--- src/rtl/wsb_pkg.sv ---
package wsb_pkg;
   localparam int unsigned REG_W = 5;

   typedef logic [REG_W-1:0] reg_id_t;

   typedef struct packed {
      logic    vld;
      reg_id_t id;
   } opnd_t;

   typedef struct packed {
      opnd_t dst;
      opnd_t src0;
      opnd_t src1;
   } regs_t;

   localparam int unsigned REGS_W = $bits(regs_t);
endpackage

--- src/rtl/wsb_ibuf.sv ---
module wsb_ibuf #(
   parameter int unsigned W     = 8,
   parameter int unsigned DEPTH = 4
) (
   input  logic         clk,
   input  logic         rst_n,
   input  logic         push,
   input  logic [W-1:0] din,
   input  logic         pop,
   output logic [W-1:0] dout,
   output logic         empty,
   output logic         full
);
   localparam int unsigned PTR_W = (DEPTH > 1) ? $clog2(DEPTH) : 1;
   localparam int unsigned CNT_W = $clog2(DEPTH + 1);
   localparam bit          POW2  = ((1 << PTR_W) == DEPTH);

   if (DEPTH < 2) begin : g_chk_depth
      $error("wsb_ibuf: DEPTH must be at least 2");
   end

   logic [W-1:0]     mem [DEPTH];
   logic [PTR_W-1:0] wr_ptr, rd_ptr, wr_nxt, rd_nxt;
   logic [CNT_W-1:0] cnt;

   if (POW2) begin : g_wrap_free
      always_comb begin
         wr_nxt = wr_ptr + 1'b1;
         rd_nxt = rd_ptr + 1'b1;
      end
   end else begin : g_wrap_cmp
      always_comb begin
         wr_nxt = (wr_ptr == PTR_W'(DEPTH - 1)) ? '0 : wr_ptr + 1'b1;
         rd_nxt = (rd_ptr == PTR_W'(DEPTH - 1)) ? '0 : rd_ptr + 1'b1;
      end
   end

   always_ff @(posedge clk) begin
      if (push) mem[wr_ptr] <= din;
   end

   always_ff @(posedge clk or negedge rst_n) begin
      if (!rst_n) begin
         wr_ptr <= '0;
         rd_ptr <= '0;
         cnt    <= '0;
      end else begin
         if (push) wr_ptr <= wr_nxt;
         if (pop)  rd_ptr <= rd_nxt;
         case ({push, pop})
            2'b10:   cnt <= cnt + 1'b1;
            2'b01:   cnt <= cnt - 1'b1;
            default: cnt <= cnt;
         endcase
      end
   end

   assign dout  = mem[rd_ptr];
   assign empty = (cnt == '0);
   assign full  = (cnt == CNT_W'(DEPTH));

   a_r2_no_overflow: assert property (@(posedge clk) disable iff (!rst_n)
      push |-> !full);
   a_r3_no_underflow: assert property (@(posedge clk) disable iff (!rst_n)
      pop |-> !empty);
endmodule

--- src/rtl/wsb_scoreboard.sv ---
module wsb_scoreboard
   import wsb_pkg::*;
#(
   parameter int unsigned SB_N = 4
) (
   input  logic                 clk,
   input  logic                 rst_n,
   input  logic                 clr_en,
   input  reg_id_t              clr_id,
   input  logic                 ins_en,
   input  reg_id_t              ins_id,
   output logic [SB_N-1:0]      live,
   output reg_id_t [SB_N-1:0]   ids,
   output logic                 has_free
);
   localparam int unsigned IDX_W = (SB_N > 1) ? $clog2(SB_N) : 1;

   if (SB_N < 1) begin : g_chk_n
      $error("wsb_scoreboard: SB_N must be at least 1");
   end

   logic [SB_N-1:0]    vld_q;
   reg_id_t [SB_N-1:0] id_q;
   logic [IDX_W-1:0]   free_idx;

   // release first, so the same-cycle view already excludes the completed id
   for (genvar i = 0; i < SB_N; i++) begin : g_clr
      assign live[i] = vld_q[i] && !(clr_en && (id_q[i] == clr_id));
   end

   assign ids      = id_q;
   assign has_free = ~&live;

   always_comb begin
      free_idx = '0;
      for (int i = SB_N - 1; i >= 0; i--) begin
         if (!live[i]) free_idx = IDX_W'(i);
      end
   end

   always_ff @(posedge clk or negedge rst_n) begin
      if (!rst_n) begin
         vld_q <= '0;
         id_q  <= '0;
      end else begin
         vld_q <= live;
         if (ins_en) begin
            vld_q[free_idx] <= 1'b1;
            id_q[free_idx]  <= ins_id;
         end
      end
   end

   function automatic logic dup_live(input logic [SB_N-1:0] v,
                                     input reg_id_t [SB_N-1:0] r);
      logic d;
      d = 1'b0;
      for (int a = 0; a < SB_N; a++)
         for (int b = a + 1; b < SB_N; b++)
            if (v[a] && v[b] && (r[a] == r[b])) d = 1'b1;
      return d;
   endfunction

   a_r7_insert_has_slot: assert property (@(posedge clk) disable iff (!rst_n)
      ins_en |-> has_free);
   a_r5_unique_ids: assert property (@(posedge clk) disable iff (!rst_n)
      !dup_live(vld_q, id_q));
endmodule

--- src/rtl/wsb_hazard.sv ---
module wsb_hazard
   import wsb_pkg::*;
#(
   parameter int unsigned SB_N = 4
) (
   input  regs_t               regs,
   input  logic [SB_N-1:0]     live,
   input  reg_id_t [SB_N-1:0]  ids,
   output logic                hazard
);
   logic [SB_N-1:0] hit;

   for (genvar i = 0; i < SB_N; i++) begin : g_cmp
      logic m_dst, m_s0, m_s1;
      assign m_dst  = regs.dst.vld  && (regs.dst.id  == ids[i]);
      assign m_s0   = regs.src0.vld && (regs.src0.id == ids[i]);
      assign m_s1   = regs.src1.vld && (regs.src1.id == ids[i]);
      assign hit[i] = live[i] && (m_dst || m_s0 || m_s1);
   end

   assign hazard = |hit;
endmodule

--- src/rtl/warp_issue_gate.sv ---
module warp_issue_gate
   import wsb_pkg::*;
#(
   parameter int unsigned OP_W  = 8,
   parameter int unsigned DEPTH = 4,
   parameter int unsigned SB_N  = 4
) (
   input  logic             clk,
   input  logic             rst_n,
   input  logic             fetch_valid,
   output logic             fetch_ready,
   input  logic [OP_W-1:0]  fetch_op,
   input  logic             fetch_dst_vld,
   input  logic [REG_W-1:0] fetch_dst,
   input  logic             fetch_src0_vld,
   input  logic [REG_W-1:0] fetch_src0,
   input  logic             fetch_src1_vld,
   input  logic [REG_W-1:0] fetch_src1,
   output logic             issue_valid,
   input  logic             issue_ready,
   output logic [OP_W-1:0]  issue_op,
   output logic             issue_dst_vld,
   output logic [REG_W-1:0] issue_dst,
   input  logic             cmpl_valid,
   input  logic [REG_W-1:0] cmpl_dst
);
   localparam int unsigned ENT_W = OP_W + REGS_W;

   if (OP_W < 1) begin : g_chk_op
      $error("warp_issue_gate: OP_W must be at least 1");
   end

   regs_t             in_regs, hd_regs;
   logic [OP_W-1:0]   hd_op;
   logic [ENT_W-1:0]  hd_ent;
   logic              buf_empty, buf_full, push, fire;
   logic [SB_N-1:0]   sb_live;
   reg_id_t [SB_N-1:0] sb_ids;
   logic              sb_free, hazard, can_alloc;

   assign in_regs.dst  = '{vld: fetch_dst_vld,  id: fetch_dst};
   assign in_regs.src0 = '{vld: fetch_src0_vld, id: fetch_src0};
   assign in_regs.src1 = '{vld: fetch_src1_vld, id: fetch_src1};

   assign fetch_ready = !buf_full;
   assign push        = fetch_valid && fetch_ready;

   wsb_ibuf #(.W(ENT_W), .DEPTH(DEPTH)) u_ibuf (
      .clk   (clk),
      .rst_n (rst_n),
      .push  (push),
      .din   ({fetch_op, in_regs}),
      .pop   (fire),
      .dout  (hd_ent),
      .empty (buf_empty),
      .full  (buf_full)
   );

   assign {hd_op, hd_regs} = hd_ent;

   wsb_scoreboard #(.SB_N(SB_N)) u_sb (
      .clk      (clk),
      .rst_n    (rst_n),
      .clr_en   (cmpl_valid),
      .clr_id   (cmpl_dst),
      .ins_en   (fire && hd_regs.dst.vld),
      .ins_id   (hd_regs.dst.id),
      .live     (sb_live),
      .ids      (sb_ids),
      .has_free (sb_free)
   );

   wsb_hazard #(.SB_N(SB_N)) u_hz (
      .regs   (hd_regs),
      .live   (sb_live),
      .ids    (sb_ids),
      .hazard (hazard)
   );

   assign can_alloc     = !hd_regs.dst.vld || sb_free;
   assign issue_valid   = !buf_empty && !hazard && can_alloc;
   assign fire          = issue_valid && issue_ready;
   assign issue_op      = hd_op;
   assign issue_dst_vld = hd_regs.dst.vld;
   assign issue_dst     = hd_regs.dst.id;

   a_r10_hold_offer: assert property (@(posedge clk) disable iff (!rst_n)
      (issue_valid && !issue_ready) |=> (issue_valid && $stable(issue_op)
                                         && $stable(issue_dst)));
endmodule

--- config.mk ---
export PLATFORM = sky130hd
export DESIGN_NAME = warp_issue_gate
export DESIGN_NICKNAME = d
export VERILOG_FILES = /design/src/rtl/wsb_pkg.sv /design/src/rtl/wsb_ibuf.sv /design/src/rtl/wsb_scoreboard.sv /design/src/rtl/wsb_hazard.sv /design/src/rtl/warp_issue_gate.sv
export SDC_FILE = /design/constraint.sdc
export NUM_CORES = 1
export LEC_CHECK = 0
export ABC_AREA = 0
export BUFFER_PORTS_ARGS = -buffer_cell sky130_fd_sc_hd__clkbuf_2
export CORE_AREA = 10 10 114 116
export CTS_CLUSTER_SIZE = 25
export DETAILED_ROUTE_END_ITERATION = 6
export DIE_AREA = 0 0 124 126
export HOLD_SLACK_MARGIN = 0.02
export PLACE_DENSITY = 0.77
export SLEW_MARGIN = 20
export SYNTH_ARGS = -nofsm -noshare
export SYNTH_HDL_FRONTEND = slang
export SYNTH_SLANG_ARGS = --single-unit
--- constraint.sdc ---
create_clock -name clk -period 6.4 [get_ports clk]
set_input_delay 1.28 -clock clk [delete_from_list [all_inputs] [get_ports clk]]
set_output_delay 1.28 -clock clk [all_outputs]
set_load 0.01 [all_outputs]
== Word level (Yosys, flattened, before mapping) ==
Memory sizes are Yosys's and may differ from the RTL's.
Cells that the tools add are included.
Operators by class
  $add $sub $neg: 4
  multiply operators: 0
  div/mod/pow operators: 0
  magnitude comparators: 2
  eq/ne operators: 19
  shift-type cells: 0
  mux-type cells: 13
  bitwise gates (word level): 1
  reduce and logical (&&, ||, !) cells: 52
Operator list (number)
  $eq 5x5->1: 16
  $logic_and 1x1->1: 30
  $bwmux 20: 1
  $demux 5 s2: 1
  $logic_not 1->1: 9
  $logic_or 1x1->1: 9
  $mux 2: 4
  $pmux 3 s2: 1
  $mux 5: 1
  $add 2x1->2 const B: 2
  $mux 4: 1
  $or 4x4->4: 1
  $reduce_and 4->1: 1
  $reduce_or 4->1: 1
  $add 3x1->3 const B: 1
  $eq 3x3->1 const B: 1
  $logic_not 3->1: 1
  $lt 2x3->1 const B: 1
  $mux 1: 3
  $sub 3x1->3 const B: 1
  $demux 1 s2: 1
  $eq 2x1->1 const B: 1
  $eq 2x2->1 const B: 1
  $ge 2x1->1 const B: 1
  $reduce_bool 2->1: 1
Storage, ports and cells
  flip-flop bits (word level): 31
  latch bits: 0
  bits in writable memories: 104
  memory bits (read-only): 0
  input bits: 36
  output and inout port bits: 16
  memories kept: 1
Memory list
  u_ibuf.mem: words 4, bits a word 26, read ports 1, clocked after Yosys merged registers in 0, write ports 1, RTL line wsb_ibuf.sv:22  | logic [W-1:0] mem [DEPTH];

== Depth between registers and ports, before layout ==
  depth after elaboration: 14
  gate-level depth with buffers: 17
  gate-level depth less buffers: 14

== Modules after synthesis ==
Synthesis repeated with hierarchy kept, for this count alone.
Unflattened totals
  cell total of the unflattened synthesis: 362
  area, all modules: 6168.4 sq um
By module, submodules not included
  wsb_ibuf: instances 1, cells an instance 173, area each 4199.0 sq um, sequential area each 3298.2 sq um
  wsb_scoreboard: instances 1, cells an instance 93, area each 1218.7 sq um, sequential area each 600.6 sq um
  wsb_hazard: instances 1, cells an instance 88, area each 700.7 sq um, sequential area each 0.0 sq um
  warp_issue_gate: instances 1, cells an instance 8, area each 50.0 sq um, sequential area each 0.0 sq um

== Least setup slack after synthesis ==
Ideal clock, no wire load.
  path kind: input to output
  start point: input cmpl_dst[3]
  end point: output issue_valid
  data arrival time: 2.684 ns
  data required time: 5.120 ns
  path slack: 2.436 ns
  cell stages on the path: 8
  path buffers: 1
  cell sequence: clkbuf_1 > xnor2_1 > nand4_1 > o21ai_1 > nor4_1 > nor3_1 > nand2_2 > nor2_1
Between the ends
  longest elaborated chain between the ends: 9
  elaborated cells between the ends (all ways): 27
  classes of those cells: 4 x eq/ne; 23 x reduce/logical
RTL lines
  start, declared: RTL line warp_issue_gate.sv:25  | input logic [REG_W-1:0] cmpl_dst
  $eq 5x5->1: RTL line wsb_scoreboard.sv:28  | assign live[i] = vld_q[i] && !(clr_en && (id_q[i] == clr_id));
  $logic_and 1x1->1: RTL line wsb_scoreboard.sv:28
  $logic_not 1->1: RTL line wsb_scoreboard.sv:28
  $logic_and 1x1->1: RTL line wsb_scoreboard.sv:28
  $logic_and 1x1->1: RTL line wsb_hazard.sv:18  | assign hit[i] = live[i] && (m_dst || m_s0 || m_s1);
  $reduce_or 4->1: RTL line wsb_hazard.sv:21  | assign hazard = |hit;
  $logic_not 1->1: RTL line warp_issue_gate.sv:81  | assign issue_valid = !buf_empty && !hazard && can_alloc;
  $logic_and 1x1->1: RTL line warp_issue_gate.sv:81
  $logic_and 1x1->1 *: RTL line warp_issue_gate.sv:81
  end, declared: RTL line warp_issue_gate.sv:19  | output logic issue_valid,
Every way passes the cells marked *; elsewhere a longest branch is shown, timed or not.

== Worst setup path after layout ==
  start point: register u_ibuf.rd_ptr[0]
  end point: output issue_valid
Between the ends
  longest elaborated chain between the ends: 10
  elaborated cells between the ends (all ways): 43
  classes of those cells: 12 x eq/ne; 30 x reduce/logical; 1 x memory
RTL lines
  start, declared: RTL line wsb_ibuf.sv:23  | logic [PTR_W-1:0] wr_ptr, rd_ptr, wr_nxt, rd_nxt;
  start signal, assigned: RTL line wsb_ibuf.sv:49  | if (pop) rd_ptr <= rd_nxt;
  $mem_v2 4x26 *
  $eq 5x5->1 (on tied branches): RTL line wsb_hazard.sv:15, wsb_hazard.sv:16
  $logic_and 1x1->1 (on tied branches): RTL line wsb_hazard.sv:15, wsb_hazard.sv:16
  $logic_or 1x1->1 (2 in series): RTL line wsb_hazard.sv:18
  $logic_and 1x1->1: RTL line wsb_hazard.sv:18
  $reduce_or 4->1: RTL line wsb_hazard.sv:21
  $logic_not 1->1: RTL line warp_issue_gate.sv:81
  $logic_and 1x1->1: RTL line warp_issue_gate.sv:81
  $logic_and 1x1->1 *: RTL line warp_issue_gate.sv:81
Marked as above.

==> flow_metrics.env <==
export IMPL_dieHeight_um=126
export IMPL_cp_cell_sequence="mux4_1 -> xor2_1 -> a2111oi_2 -> nand4_1 -> a21o_1 -> nand2_2 -> nor2_1 -> clkbuf_2"
export IMPL_routed_via_count=3411
export IMPL_irDropWorstVdd_mv=0.3273
export IMPL_num_rows=38
export IMPL_r2r_start="u_ibuf.rd_ptr[0]$_DFFE_PN0P_"
export IMPL_drv_cap=0
export IMPL_insertion_delay_ns=0.53
export IMPL_met3_usage_pct=5.764
export IMPL_critPathKind="register to output port"
export IMPL_layout_drive_gt1_share_pct=28.51
export IMPL_ys_ff_latch=135
export IMPL_synth_edf_count=104
export IMPL_synth_seq_area_share_pct=61.48
export IMPL_grt_most_used_layer="met2"
export IMPL_avgSynthCellArea_um2=15.85
export IMPL_finalSetupTns_ns=0
export IMPL_syn_area_um2=6341
export IMPL_synth_nets=442
export IMPL_netlist_area_leader_share_pct=49.25
export IMPL_grt_ovfl_total=0
export IMPL_dieWidth_um=124
export IMPL_grt_pass1_wl_mm=20.87
export IMPL_cts_resized=0
export IMPL_postRouteAntennaNets=0
export IMPL_grtUsageTotal_pct=17.79
export IMPL_cts_root_buf="clkbuf_8"
export IMPL_ff2ff_setup_slack_ns=2.17
export IMPL_dieArea_um2=15620
export IMPL_critPathMaxFanout=28
export IMPL_yosys_area_top_type="edfxtp_1"
export IMPL_whs_endpoint="u_ibuf.cnt[0]$_DFFE_PN0P_"
export IMPL_synthTopCellsByCount="edfxtp_1, xnor2_1, xor2_1"
export IMPL_synth_most_common_cell="edfxtp_1"
export IMPL_r2r_cells=14
export IMPL_fin_crit_ns=4.905
export IMPL_nNetsFinal=478
export IMPL_synthTopCellsByArea="edfxtp_1, dfrtp_1, mux4_2, xnor2_1, xor2_1"
export IMPL_instances_no_fill=589
export IMPL_final_util_pct=66.98
export IMPL_fmax_ghz=0.2039
export IMPL_power_density_nw_per_um2=541.1
export IMPL_ys_warnings_count=0
export IMPL_cpPeakStageDelay_ns=0.99
export IMPL_grt_pass1_vias=3630
export IMPL_finalCritPeriodShare_pct=76.64
export IMPL_grtUsageMet1_pct=23.23
export IMPL_total_power_uw=3877
export IMPL_cts_tree="built"
export IMPL_setup_viol=0
export IMPL_use_met2_pct=27.07
export IMPL_drt_initial_drc_count=272
export IMPL_worstHoldStart="u_ibuf.cnt[0]$_DFFE_PN0P_"
export IMPL_required_ns=5.12
export IMPL_drt_pass1_iter_count=4
export IMPL_p_leak_uw=0.002636
export IMPL_hold_buffers=0
export IMPL_core_um2=10700
export IMPL_clock_path_buffers=2
export IMPL_dp_hpwl_mm=8.698
export IMPL_cp_arrival_ns=3.62
export IMPL_postCtsSetupBuffers=0
export IMPL_num_antenna_cells=0
export IMPL_fin_skew_ns=0.008266
export IMPL_place_congestion=0.9119
export IMPL_routed_wire_length_per_instance_um=22.00
export IMPL_hold_viol=0
export IMPL_viasPerCell=5.791
export IMPL_critPathSlowestCell="dfrtp_2"
export IMPL_min_path_cells=1
export IMPL_place_port_buffers=51
export IMPL_tightest_slew_ns=0.9517
export IMPL_outcome="finished, final reports clean"
export IMPL_startpoint_type="register"
export IMPL_holdCritPathClass="register to register"
export IMPL_crit_buf_inv=1
export IMPL_critPathTopFamily="flip-flops"
export IMPL_grt_max_degree=32
export IMPL_synthArstFlopShare_pct=22.96
export IMPL_post_synth_num_cell_types=44
export IMPL_ios=52
export IMPL_relSlewSlack_pct=36.55
export IMPL_rsz0062_at_grt="false"
export IMPL_slew_viol_final=0
export IMPL_cts_sinks=135
export IMPL_endpoint_kind="output port"
export IMPL_start_util_pct=59.27
export IMPL_syn_to_final_growth_pct=13.00
export IMPL_cts_buffers=17
export IMPL_path_clk_slew_ns=0.06
export IMPL_htreeDepth=4
export IMPL_netlist_instances=400
export IMPL_synth_flop_cell="edfxtp_1"
export IMPL_finalWirelength_mm=12.96
export IMPL_dp_cells=557
export IMPL_drc_errors=0
export IMPL_reg2reg_to="u_ibuf.cnt[2]$_DFFE_PN0P_"
export IMPL_antenna_found_initial=0
## worst register-to-register path: stages, from the launching register on
cell and delay (ns):
dfrtp_2 0.99, mux4_1 0.91, xnor2_1 0.22, nand4_1 0.12, nor4_1 0.05, nor3_1 0.29
nand2_2 0.14, or2_0 0.33, inv_1 0.10, ha_1 0.17, inv_1 0.06, fa_1 0.38
xor2_1 0.15, nor2_1 0.10, xor2_1 0.14
## where the power goes
part           internal, µW  switching, µW
clock                   524            381
combinational           730            784
sequential             1190            272
## logic make-up (layout without fill, tap and decap cells)
group           count (synthesis)  in the layout  share of synthesized area (%)
compound gates                 15             15                          1.638
xor+xnor                       87             87                          12.02
fa+ha+maj                       6              6                          1.302
buf+inv                        48             97                          3.769
flops                         135            135                          61.48
mux                            51             51                          14.05
simple gates                   58             58                          5.742
## how the worst max path moves through the flow
stage / slack, ns / cells past startpoint / end / from
6_report: 1.50 / 8 / issue_valid / u_ibuf.rd_ptr[0]$_DFFE_PN0P_
3_3_place_gp: 2.00 / 8 / issue_valid / u_ibuf.rd_ptr[0]$_DFFE_PN0P_
5_1_grt: 1.17 / 8 / issue_valid / u_ibuf.rd_ptr[0]$_DFFE_PN0P_
4_1_cts: 1.40 / 8 / issue_valid / u_ibuf.rd_ptr[0]$_DFFE_PN0P_
2_1_floorplan: 2.44 / 8 / issue_valid / cmpl_dst[3]
3_5_place_dp: 2.00 / 8 / issue_valid / u_ibuf.rd_ptr[0]$_DFFE_PN0P_
## state kept, by name (all words and copies together) (netlist names)
| register | count |
|---|---|
| u_ibuf.mem | 104 |
| u_ibuf.cnt | 3 |
| u_sb.ids | 20 |
| u_sb.vld_q | 4 |
| u_ibuf.wr_ptr | 2 |
| u_ibuf.rd_ptr | 2 |
## per-layer routing
metal | wire length, µm | part of all wire [%]
met5 | 0 | 0
met4 | 219 | 1.7
met3 | 899 | 6.9
met2 | 6379 | 49
met1 | 5458 | 42
## final cells by class
type / count / area (µm²)
repair buffers: 56 / 292.8
well taps: 140 / 175.2
inverters: 9 / 33.78
flip-flops and latches: 135 / 3900
clock buffers: 17 / 414.1
multi-input cells: 217 / 2203
clock inverters: 15 / 146.4
fillers: 742 / 3532
## metrics by stage
stage	cell area [µm²]	setup WS [ns]	hold WS [ns]
after floorplan	6341	2.436	0.4647
after global placement	6605	2.001	0.4841
after detailed placement	6605	1.997	0.4909
after CTS	7166	1.405	0.5013
after global routing	7166	1.170	0.5184
final	7166	1.495	0.5035
## cell usage in the layout (no fill, tap or decap), types with 7 or more instances in the layout
master	instances
edfxtp_1	104
xnor2_1	51
clkbuf_2	51
xor2_1	36
dfrtp_1	30
mux4_2	23
clkbuf_16	16
nand4_1	12
nor4_1	10
mux2_1	10
inv_1	9
o21ai_0	7
(Power assumes the default switching activity.)
